$ cat src/rtl/io_dec_pkg.sv
package io_dec_pkg;
  localparam int unsigned WORD_W   = 16;
  localparam int unsigned GRP_W    = 7;
  localparam int unsigned IDX_W    = 8;
  localparam int unsigned GRP_N    = 1 << GRP_W;
  localparam int unsigned MAP_IDX  = 8;
  localparam int unsigned MAP_BITS = GRP_N * 2 * MAP_IDX;

  typedef enum logic [1:0] {
    CLS_MAND  = 2'd0,
    CLS_OPT   = 2'd1,
    CLS_RSV   = 2'd2,
    CLS_SPARE = 2'd3
  } cmd_class_e;

  typedef struct packed {
    logic [GRP_W-1:0] grp;
    logic             dir_in;
    logic [IDX_W-1:0] idx;
  } cmd_fields_t;

  // presence bit for (group, direction, index) sits at ((g*2+d)*MAP_IDX + i)
  function automatic logic [MAP_BITS-1:0] default_impl_map();
    logic [MAP_BITS-1:0] m;
    m = '0;
    for (int g = 0; g < int'(GRP_N); g++) begin
      for (int d = 0; d < 2; d++) begin
        for (int i = 0; i < int'(MAP_IDX); i++) begin
          m[(g*2+d)*int'(MAP_IDX)+i] = ((g + 3*i + d) % 5) != 0;
        end
      end
    end
    return m;
  endfunction
endpackage

$ cat src/rtl/io_cmd_split.sv
module io_cmd_split
  import io_dec_pkg::*;
(
  input  logic [WORD_W-1:0] word_i,
  output cmd_fields_t       fields_o
);
  // all sixteen bits are carried into the fields: no code aliasing
  assign fields_o = cmd_fields_t'(word_i);
endmodule

$ cat src/rtl/io_cmd_classify.sv
module io_cmd_classify
  import io_dec_pkg::*;
#(
  parameter int unsigned          MAND_GROUPS = 2,
  parameter int unsigned          RSV_BASE    = 96,
  parameter int unsigned          SPARE_BASE  = 112,
  parameter int unsigned          SPR_IDX_N   = 16,
  parameter logic [MAP_BITS-1:0]  IMPL_MAP    = default_impl_map()
) (
  input  cmd_fields_t fields_i,
  output cmd_class_e  cls_o,
  output logic        legal_o,
  output logic        to_spr_o
);
  localparam int unsigned    MAP_SEL_W = $clog2(MAP_IDX);
  localparam int unsigned    MAP_POS_W = GRP_W + 1 + MAP_SEL_W;
  localparam logic [GRP_W:0] MAND_LIM  = (GRP_W+1)'(MAND_GROUPS);
  localparam logic [GRP_W:0] RSV_LIM   = (GRP_W+1)'(RSV_BASE);
  localparam logic [GRP_W:0] SPARE_LIM = (GRP_W+1)'(SPARE_BASE);
  localparam logic [IDX_W:0] WIN_LIM   = (IDX_W+1)'(MAP_IDX);
  localparam logic [IDX_W:0] SPR_LIM   = (IDX_W+1)'(SPR_IDX_N);

  logic [GRP_W:0]     grp_x;
  logic [IDX_W:0]     idx_x;
  logic [MAP_POS_W-1:0] map_pos;
  logic               in_win;
  logic               map_bit;

  assign grp_x   = {1'b0, fields_i.grp};
  assign idx_x   = {1'b0, fields_i.idx};
  assign map_pos = {fields_i.grp, fields_i.dir_in, fields_i.idx[MAP_SEL_W-1:0]};
  assign in_win  = idx_x < WIN_LIM;
  assign map_bit = IMPL_MAP[map_pos];

  always_comb begin
    if (grp_x < MAND_LIM)       cls_o = CLS_MAND;
    else if (grp_x < RSV_LIM)   cls_o = CLS_OPT;
    else if (grp_x < SPARE_LIM) cls_o = CLS_RSV;
    else                        cls_o = CLS_SPARE;
  end

  always_comb begin
    unique case (cls_o)
      CLS_MAND: legal_o = 1'b1;
      CLS_RSV:  legal_o = 1'b0;
      default:  legal_o = in_win & map_bit;
    endcase
  end

  assign to_spr_o = (cls_o == CLS_MAND) && (idx_x < SPR_LIM);
endmodule

$ cat src/rtl/io_fault_ctl.sv
module io_fault_ctl (
  input  logic clk,
  input  logic rst_n,
  input  logic ill_acc_i,
  input  logic flt_wr_i,
  input  logic flt_wr_bit_i,
  output logic flt_q_o,
  output logic irq_q_o,
  output logic abort_q_o
);
  logic flt_d;
  logic pulse_d;

  always_comb begin
    flt_d = flt_q_o;
    if (flt_wr_i)  flt_d = flt_wr_bit_i;
    if (ill_acc_i) flt_d = 1'b1;
    pulse_d = ill_acc_i;
  end

  always_ff @(posedge clk or negedge rst_n) begin
    if (!rst_n) begin
      flt_q_o   <= 1'b0;
      irq_q_o   <= 1'b0;
      abort_q_o <= 1'b0;
    end else begin
      flt_q_o   <= flt_d;
      irq_q_o   <= pulse_d;
      abort_q_o <= pulse_d;
    end
  end
endmodule

$ cat src/rtl/io_cmd_decoder.sv
module io_cmd_decoder
  import io_dec_pkg::*;
#(
  parameter int unsigned          MAND_GROUPS = 2,
  parameter int unsigned          RSV_BASE    = 96,
  parameter int unsigned          SPARE_BASE  = 112,
  parameter int unsigned          SPR_IDX_N   = 16,
  parameter logic [MAP_BITS-1:0]  IMPL_MAP    = default_impl_map()
) (
  input  logic              clk,
  input  logic              rst_n,
  input  logic              cmd_valid,
  input  logic [WORD_W-1:0] cmd_word,
  input  logic              flt_wr,
  input  logic              flt_wr_bit,
  output logic              spr_rd_stb,
  output logic              spr_wr_stb,
  output logic              dev_rd_stb,
  output logic              dev_wr_stb,
  output logic [GRP_W-1:0]  sel_chan,
  output logic [IDX_W-1:0]  sel_idx,
  output logic              mchk_irq,
  output logic              cmd_abort,
  output logic              flt_ill_io
);
  cmd_fields_t fields;
  cmd_class_e  cls;
  logic        legal;
  logic        to_spr;
  logic        ill_acc;
  logic [3:0]  stb_d, stb_q;
  logic [GRP_W-1:0] chan_d;
  logic [IDX_W-1:0] idx_d;
  logic        sel_en;

  io_cmd_split u_split (
    .word_i   (cmd_word),
    .fields_o (fields)
  );

  io_cmd_classify #(
    .MAND_GROUPS (MAND_GROUPS),
    .RSV_BASE    (RSV_BASE),
    .SPARE_BASE  (SPARE_BASE),
    .SPR_IDX_N   (SPR_IDX_N),
    .IMPL_MAP    (IMPL_MAP)
  ) u_classify (
    .fields_i (fields),
    .cls_o    (cls),
    .legal_o  (legal),
    .to_spr_o (to_spr)
  );

  assign ill_acc = cmd_valid & ~legal;

  io_fault_ctl u_fault (
    .clk          (clk),
    .rst_n        (rst_n),
    .ill_acc_i    (ill_acc),
    .flt_wr_i     (flt_wr),
    .flt_wr_bit_i (flt_wr_bit),
    .flt_q_o      (flt_ill_io),
    .irq_q_o      (mchk_irq),
    .abort_q_o    (cmd_abort)
  );

  // strobe vector order: {spr_rd, spr_wr, dev_rd, dev_wr}
  always_comb begin
    stb_d = '0;
    if (cmd_valid && legal) begin
      unique case ({to_spr, fields.dir_in})
        2'b11: stb_d = 4'b1000;
        2'b10: stb_d = 4'b0100;
        2'b01: stb_d = 4'b0010;
        default: stb_d = 4'b0001;
      endcase
    end
    sel_en = cmd_valid;
    chan_d = fields.grp;
    idx_d  = fields.idx;
  end

  always_ff @(posedge clk or negedge rst_n) begin
    if (!rst_n) begin
      stb_q <= '0;
    end else begin
      stb_q <= stb_d;
    end
  end

  always_ff @(posedge clk or negedge rst_n) begin
    if (!rst_n) begin
      sel_chan <= '0;
      sel_idx  <= '0;
    end else if (sel_en) begin
      sel_chan <= chan_d;
      sel_idx  <= idx_d;
    end
  end

  assign spr_rd_stb = stb_q[3];
  assign spr_wr_stb = stb_q[2];
  assign dev_rd_stb = stb_q[1];
  assign dev_wr_stb = stb_q[0];

  logic unused_cls;
  assign unused_cls = ^cls;
endmodule

$ cat config.mk
export PLATFORM = sky130hd
export DESIGN_NAME = io_cmd_decoder
export DESIGN_NICKNAME = d
export VERILOG_FILES = /design/src/rtl/io_dec_pkg.sv /design/src/rtl/io_cmd_split.sv /design/src/rtl/io_cmd_classify.sv /design/src/rtl/io_fault_ctl.sv /design/src/rtl/io_cmd_decoder.sv
export SDC_FILE = /design/constraint.sdc
export NUM_CORES = 1
export LEC_CHECK = 0
export BUFFER_PORTS_ARGS = -buffer_cell sky130_fd_sc_hd__buf_2
export CAP_MARGIN = 20
export CORE_MARGIN = 2
export CORE_UTILIZATION = 49
export CTS_BUF_LIST = sky130_fd_sc_hd__clkbuf_4 sky130_fd_sc_hd__clkbuf_8
export DETAILED_ROUTE_END_ITERATION = 6
export PLACE_DENSITY = 0.87
export SKIP_CTS_REPAIR_TIMING = 1
export SLEW_MARGIN = 20
export SYNTH_ARGS = -nofsm -noshare
export SYNTH_HDL_FRONTEND = slang
export SYNTH_SLANG_ARGS = --single-unit
$ cat constraint.sdc
create_clock -name clk -period 0.84 [get_ports clk]
set_input_delay 0.168 -clock clk [delete_from_list [all_inputs] [get_ports clk]]
set_output_delay 0.168 -clock clk [all_outputs]
set_load 0.02 [all_outputs]
==> results list, run 1 <==
- The flow ran to the end, but the final reports show violations.
- Failing checks: setup timing
- Net count after synthesis: 195
- Synthesis instantiated 56 different standard cells from the library.
- Primary flip-flop cell chosen by synthesis mapping: sky130_fd_sc_hd__dfrtp_1
- In this design, the stage delay of the slowest critical-path cell is 0.52 ns.
- Tracing the worst setup path back leads to its startpoint at cmd_word[8].
* Critical Path RT: 1.08 ns
- Leaving out filler cells and counting taps, the final layout contains 301.
- Vias: 2,010
- Power spread over the standard cell area amounts to 1180 nW/µm².
- Post-synth EDFFs: 0
* Total GRT Usage: 23.7%
* Final max-slew violation count: 0
- The critical path crosses 9 cells after its start point.
* Setup slack after placement: -1.32 ns
- Clk_skew: 0 ns
- Signal arrival time at the worst endpoint: 2.13 ns
- Row count: 20
- Setup violations remaining at the end of the flow were counted as 35.
* Fraction of the cycle the final worst path needs: 226%
* Flip-flop and latch count after synthesis: 21
* Number of clock sinks: 21
- Worst hold slack: 0.115 ns
- Using the TritonRoute via totals, the vias-per-cell ratio works out to 6.68.
- Worst Hold Class: in -> reg
* Worst IR Drop VDD: 0.000636 V
- Headroom to the max-slew limit came out at 61.5%.
- The slowest stage of the critical path belongs to the cell sky130_fd_sc_hd__or4_4.
* Vias in the first global route: 1,475
- Following the worst setup path forward leads to its endpoint at u_fault.flt_q_o.
* Max Clock Freq: 528 MHz
- Counting both buffers and inverters, the worst setup path holds a total of 1.
- The initial utilization of the core area, before any placement, comes to 52.3%.
- Total design power: 3.18 mW
* Flip-flop and latch area: 526 µm²
- Share of the yosys chip area belonging to registers: 32.7%
- Clock transition at the registers of the reported paths: 0.12 ns
- Half-perimeter wire length of the detailed placement result: 3520 µm
- Clock tree synthesis selected as its root buffer the cell sky130_fd_sc_hd__clkbuf_4.
* Minimum setup slack among reg-to-reg paths: -0.17 ns
* Commonest cells after routing, fill and taps aside: sky130_fd_sc_hd__buf_4, sky130_fd_sc_hd__buf_6, sky130_fd_sc_hd__dfrtp_1
- Of all flip-flops after synthesis, the portion carrying an async set or reset was 100%.
- The pre-antenna-repair detailed-routing pass consisted of 5 iterations.
* Synthesized instance count: 174
* Number of top-level pins: 43
- Worst Setup Slack, final: -1.06 ns
- Critical path start-end classification: in -> reg
- Wirelength per Cell: 23.1 µm
* Port buffer count: 42
- Max Cap Viol: 0
* Inst Count DP: 284
* Pin count of the biggest net entering global routing: 22
- Height of the chip: 61.3 µm
- In this run the worst path has a maximum fanout of 6.
- Overflow left after global routing: 0
- Measured in cells, the most critical reg-to-reg path has a length of 3.
* Cell family with the largest share of critical-path delay: simple AND/OR/NAND/NOR gates
- Area occupied by multi-input gates: 1190 µm²
* Critical Path End Type: flip-flop
- Share of the core filled with cells in the final layout: 87.7%
- Yosys printed 0 warnings.
- Post-route DRC: 0
* Count of antenna-violating nets left after detailed routing: 0
* Hold violation total from the final report: 0
- Averaged over all synthesized cells, the footprint is 9.25 µm².
* Gp weighted congestion: 0.888
- TritonCTS clock tree: done
- Walking the worst path, the cells encountered are buf_12 > or4_4 > a21oi_2 > or3_4 > o221a_1 > o21ai_2 > nor4_4 > o21ai_2 > a31oi_2.
* Floorplan core area: 3080 µm²
* Reg-to-reg endpoint: u_fault.flt_q_o
- H-tree levels: 1
- Most used cell, CP: sky130_fd_sc_hd__o21ai_2
- Latest clock arrival within the worst-skew pair: 0.31 ns
- Most common library cell in the layout ignoring fill and taps: sky130_fd_sc_hd__buf_4
* WL final: 6950 µm
* Crit Reg-Reg Startpoint: u_fault.flt_q_o
- The number of clock buffers added by TritonCTS is 3.
- The net count of the finished layout is 279.
- Longest Clk Path Bufs: 2
- The smallest clock period supported by the final layout is computed as 1.90 ns.
- Fraction of final layout cells with drive strength greater than 1: 59.1%
- Die X-Extent: 61.3 µm
- After synthesis the cells add up to 1610 µm².
- The analysis attributes to cell leakage a power of 1.19 nW.
- Number of diodes added for antenna fixing: 0
- The first global-routing pass estimated 6650 µm of wire.
* Area growth syn-to-layout: 67.7%
* Full die area: 3760 µm²
* Critical path startpoint category: input pin
- At the pin with the least slew margin, the transition time is 0.569 ns.
* Number of inserted filler cells in the final layout: 130
- Iter 0 DRT Violations: 205
- Unrepaired setup endpoints after global routing: true
- Antenna violations before repair: 0
layer usage:
metal,share of wire (%),global-route usage [%],vias up
li1,-,-,818
met1,36,28.8,955
met2,47,44.5,190
met3,11,1.26,47
met4,5.0,7.14,0
met5,0,0,-
cell families (layout without fill, tap and decap cells):
logic type / count (synthesis) / after routing / share of synthesized area [%]
and+or+nand+nor: 66 / 66 / 24.2
muxes: 17 / 17 / 11.7
xor gates and xnor gates: 6 / 6 / 3.73
DFF: 21 / 21 / 32.7
buffers and inverters: 20 / 103 / 6.38
AOI/OAI and AO/OA: 44 / 44 / 21.3
where the power goes:
group          internal, mW  leakage (nW)  switching, mW  total [mW]
Sequential             1.09         0.253         0.0720        1.16
Combinational         0.745         0.922          0.725        1.47
Clock                 0.218        0.0184          0.326       0.544
flip-flops by register name, summed over array words and instances (netlist names):
name,count
u_fault.flt_q_o,1
stb_q,4
u_fault.irq_q_o,1
sel_idx,8
sel_chan,7
cells in the mapped netlist (3+ instances only):
master / n / area, µm²
sky130_fd_sc_hd__dfrtp_1: 21 / 526
sky130_fd_sc_hd__mux2_2: 15 / 169
sky130_fd_sc_hd__nor2_1: 12 / 45.0
sky130_fd_sc_hd__a21oi_1: 11 / 55.1
sky130_fd_sc_hd__nand2_1: 11 / 41.3
sky130_fd_sc_hd__nand3_1: 7 / 35.0
sky130_fd_sc_hd__buf_2: 6 / 30.0
sky130_fd_sc_hd__nand2b_1: 5 / 31.3
sky130_fd_sc_hd__clkbuf_1: 4 / 15.0
sky130_fd_sc_hd__a2bb2oi_1: 3 / 26.3
sky130_fd_sc_hd__and2_1: 3 / 18.8
sky130_fd_sc_hd__buf_4: 3 / 22.5
sky130_fd_sc_hd__inv_1: 3 / 11.3
sky130_fd_sc_hd__nand3b_1: 3 / 22.5
sky130_fd_sc_hd__nor2b_1: 3 / 18.8
sky130_fd_sc_hd__nor4_1: 3 / 18.8
sky130_fd_sc_hd__o21ai_0: 3 / 15.0
sky130_fd_sc_hd__or3b_1: 3 / 26.3
sky130_fd_sc_hd__xnor2_1: 3 / 26.3
worst min-delay path by stage:
stage	from	endpoint	slack, ns	depth (start not counted)
after CTS	rst_n	stb_q[3]	-0.19	1
after floorplan	rst_n	sel_chan[0]	-0.13	0
after global routing	cmd_word[6]	sel_idx[6]	0.10	2
after global placement	rst_n	sel_chan[3]	0.13	1
after detailed placement	rst_n	sel_chan[3]	0.14	1
final	cmd_word[6]	sel_idx[6]	0.11	2
metrics by stage:
step | cell area (µm²) | TNS [ns]
2_1_floorplan | 1760 | -4.31
3_3_place_gp | 2210 | -6.78
3_5_place_dp | 2210 | -7.49
4_1_cts | 2240 | -8.17
5_1_grt | 2700 | -9.79
6_report | 2700 | -9.15
layout make-up:
type | instances | share of cell area (%)
Clock buffer | 4 | 1.11
Inverter | 4 | 0.649
Multi-Input combinational cell | 133 | 44.2
Sequential cell | 21 | 19.5
Tap cell | 44 | 2.04
Timing Repair Buffer | 95 | 32.5
(Power assumes the default switching activity.)
==> run 2, diff against run 1 <==
--- a/config.mk
+++ b/config.mk
@@ -5,10 +5,10 @@
 export SDC_FILE = /design/constraint.sdc
 export NUM_CORES = 1
 export LEC_CHECK = 0
+export ABC_AREA = 1
 export BUFFER_PORTS_ARGS = -buffer_cell sky130_fd_sc_hd__buf_2
-export CAP_MARGIN = 20
 export CORE_MARGIN = 2
-export CORE_UTILIZATION = 49
+export CORE_UTILIZATION = 47
 export CTS_BUF_LIST = sky130_fd_sc_hd__clkbuf_4 sky130_fd_sc_hd__clkbuf_8
 export DETAILED_ROUTE_END_ITERATION = 6
 export PLACE_DENSITY = 0.87
==> constraint.sdc (replaced) <==
create_clock -name clk -period 0.84 [get_ports clk]
set_input_delay 0.126 -clock clk [delete_from_list [all_inputs] [get_ports clk]]
set_output_delay 0.126 -clock clk [all_outputs]
set_load 0.02 [all_outputs]
==> run 2 against run 1 <==
Compared with the run above:
- the run still ends with setup timing left
- total power down 8.9%
- hold slack got worse by 0.067 ns
- synthesized area down 18%
- combinational power fell by 16%
- non-clock buffer count down 22
- via count shrank 4.7%
- fmax is 16% higher
- critical path type unchanged
==> results list, run 2 <==
- Data arrives at the worst endpoint at 1.86 ns.
- Sequential cells account for 39.7% of the total power.
- Synthesis produced 192 cells.
- Sw Pwr: 1.08 mW
* Wirelength per Cell: 20.7 µm
- Summing the areas of all and, or, nand and nor instances in the mapped netlist gives 47.4% of the synthesized area.
- XOR/XNOR Fraction of Synth Area: 0%
- The startpoint identified for the worst hold timing path is flt_wr_bit.
- Latest clock arrival within the worst-skew pair: 0.29 ns
- Combinational family with the most area after synthesis: simple AND/OR/NAND/NOR gates
- Critical path startpoint category: input pin
- Cell family with the largest share of critical-path delay: simple AND/OR/NAND/NOR gates
- Wire length of the first global-routing pass: 5600 µm
* Clk_skew: 0 ns
- Number of inserted filler cells in the final layout: 115
- For this run, global-route usage on met2 was measured as 36.6%.
* Depth of the worst register-to-register path: 3
- Number of flip-flops under the largest register name: 8
- The slowest stage of the critical path belongs to the cell sky130_fd_sc_hd__nor2_1.
* Gp weighted congestion: 0.963
- Sequential elements use 39.8% of the synthesized area.
- TritonCTS built the clock tree.
* Worst-Margin Slew: 0.460 ns
- Summing the areas of all compound-gate instances in the mapped netlist gives 4.17% of the synthesized area.
- Total design power: 2.89 mW
- The die covers 3250 µm².
* Final max-slew violation count: 0
- Overflow left after global routing: 0
* Crit Reg-Reg Startpoint: sel_chan[0]
* Leading registers by flop count: sel_idx (8), sel_chan (7), stb_q (4)
- In this run the worst hold path is classified as in -> reg.
- Along the worst path, the maximum fanout reaches 5.
* Hold violation total from the final report: 0
* Unrepaired setup endpoints after global routing: true
- Cell Area, Placed: 1750 µm²
- Worst IR Drop VDD: 0.00126 V
- Layout Nets: 286
- By area the synthesized netlist is led by sky130_fd_sc_hd__dfrtp_1, sky130_fd_sc_hd__nand2_1, sky130_fd_sc_hd__nand3_1, sky130_fd_sc_hd__nand3_2, sky130_fd_sc_hd__inv_1.
* Fraction of registers with async set or reset after synthesis: 100%
- Of all cell types, the one taking the most synthesized area is sky130_fd_sc_hd__dfrtp_1.
* Net count after synthesis: 213
* Number of top-level pins: 43
- After synthesis the netlist holds a flip-flop and latch count of 21.
* Power share of the clock group: 17.7%
- A synthesized cell averages 6.88 µm².
* Floorplan core area: 2710 µm²
* Post-synth EDFFs: 0
- The critical path is of the in -> reg type.
- Number of instances on the worst hold path: 3
- For met3 alone, demand over resource in global routing was 2.27%.
- The die is 57.0 µm wide.
* Max Cap Viol: 0
- Worst hold slack: 0.0474 ns
* Number of diodes added for antenna fixing: 0
* Synth unique cells: 17
* Design area: 2330 µm²
* Fraction of synthesized cell area taken by the top area cell type: 39.8%
* Root Buffer: sky130_fd_sc_hd__clkbuf_4
- Adder-cell area share of the yosys netlist: 0%
* Commonest cells after routing, fill and taps aside: sky130_fd_sc_hd__nand2_1, sky130_fd_sc_hd__nand3_2, sky130_fd_sc_hd__buf_4
- Critical Path RT: 1.07 ns
- Height of the chip: 57.0 µm
* Most common library cell in the layout ignoring fill and taps: sky130_fd_sc_hd__nand2_1
- Layer with the highest usage after global routing: met2
- Setup violations remaining at the end of the flow were counted as 32.
* Max Clock Freq: 611 MHz
- Count of antenna-violating nets left after detailed routing: 0
- Antenna violations before repair: 0
- Synthesis Warnings: 0
* Number of clock sinks: 21
- Crit-path cells: buf_6 > nand2_2 > nand2_2 > nand2_1 > nand2_1 > nand3_2 > nand3_2 > nand2_2 > nand2_2 > nand3_1 > nand2_1 > nand2_1 > nand3_2 > nand3_2 > nand2_2 > nand2_1 > nand2_1 > nor2_1
* Int Pwr: 1.81 mW
- Pin count of the biggest net entering global routing: 22
* Share of the core filled with cells in the final layout: 85.9%
- For this configuration, the core starts out at a cell density of 48.7%.
* Longest Clk Path Bufs: 2
- Half-perimeter wire length of the detailed placement result: 2620 µm
- The first TritonRoute pass finished after 5 iterations.
* Post-route minimum period: 1.64 ns
- Total GRT Usage: 21.1%
- Drt via density: 6.49
* Proportion of synthesized area in mux cells: 0.758%
- Row count: 19
* Switching power share of the total: 37.3%
* Post-route DRC: 0
- Netlist area before placement: 1320 µm²
* Vias: 1,916
- Sink of the worst hold path: u_fault.flt_q_o
- Headroom to the max-slew limit came out at 69.4%.
* Crit path largest cell delay: 0.17 ns
- Area growth syn-to-layout: 76.4%
* Most used cell, CP: sky130_fd_sc_hd__nand2_1
* Minimum setup slack among reg-to-reg paths: -0.06 ns
- In this run the tool buffered the top-level ports with 42 buffer cells.
- Clock transition at the registers of the reported paths: 0.12 ns
* Buffers plus inverters on the worst setup path: 1
- Fraction of final layout cells with drive strength greater than 1: 57.6%
- Most frequent cell after synthesis: sky130_fd_sc_hd__nand2_1
- Once routing completed, OpenROAD measured the worst setup slack at -0.797 ns.
* Primary flip-flop cell chosen by synthesis mapping: sky130_fd_sc_hd__dfrtp_1
- Reg with most FFs: sel_idx
* Iter 0 DRT Violations: 186
* Critical Path End Type: flip-flop
* Failing checks: setup timing
* Vias in the first global route: 1,357
- Result of the run: complete, but fails checks
- For this design the ratio of total power to cell area is 1240 nW/µm².
* Power share of the combinational group: 42.6%
- Top cells by count, synth: sky130_fd_sc_hd__nand2_1, sky130_fd_sc_hd__nand3_1, sky130_fd_sc_hd__dfrtp_1
- Reg-to-reg endpoint: sel_chan[0]
* Number of buffers created by CTS: 3
- For met1 alone, demand over resource in global routing was 28.3%.
* Fraction of the cycle the final worst path needs: 195%
- Static leakage: 1.19 nW
- Worst path depth: 18
- WL final: 6090 µm
- H-tree levels: 1
-- run 2: per-layer routing --
layer  up-vias  share of wire (%)
met2       178                 50
met1       902                 33
li1        784                  -
met4         0                7.0
met3        52                 10
met5         -                  0
-- run 2: power groups by stage --
stage | registers (mW) | logic (mW) | clock network (mW)
after floorplan | 1.23 | 0.379 | 0
after global placement | 1.14 | 0.753 | 0
after detailed placement | 1.14 | 0.773 | 0
after CTS | 1.12 | 0.777 | 0.498
after global routing | 1.15 | 1.28 | 0.548
final | 1.15 | 1.23 | 0.512
-- run 2: tightest hold or removal path: cells and delay by family --
family | cells | cell delay, ns
mux | 1 | 0.06
simple gates | 1 | 0.07
buf+inv | 1 | 0.07
-- run 2: worst max-delay path by stage --
stage / from / to / slack, ns
4_1_cts: cmd_word[0] / stb_q[1] / -0.53
5_1_grt: cmd_word[0] / stb_q[0] / -0.82
2_1_floorplan: cmd_word[1] / stb_q[0] / -0.47
3_3_place_gp: cmd_word[0] / u_fault.flt_q_o / -0.78
3_5_place_dp: cmd_word[0] / stb_q[1] / -0.83
6_report: cmd_word[1] / stb_q[1] / -0.80
-- run 2: cell type report --
class | count | area (µm²) | area share (%)
clock buffers | 4 | 30.0 | 1.29
inverters | 18 | 93.8 | 4.03
flip-flops and latches | 21 | 526 | 22.6
repair buffers | 73 | 621 | 26.7
multi-input cells | 148 | 1020 | 43.8
well taps | 31 | 38.8 | 1.67
-- run 2: logic make-up (layout without fill, tap and decap cells) --
logic type,count (synthesis),after routing
AO/OA/AOI/OAI,11,11
buffers and inverters,23,95
flip-flops,21,21
multiplexers,1,1
AND/OR/NAND/NOR,136,136
-- run 2: metrics by stage --
stage	setup slack, ns	instances	TNS [ns]
floorplan	-0.467	192	-1.84
global placement	-0.775	279	-3.73
detailed placement	-0.830	279	-4.09
CTS	-0.533	283	-5.09
global route	-0.821	295	-7.37
finish	-0.797	295	-6.57
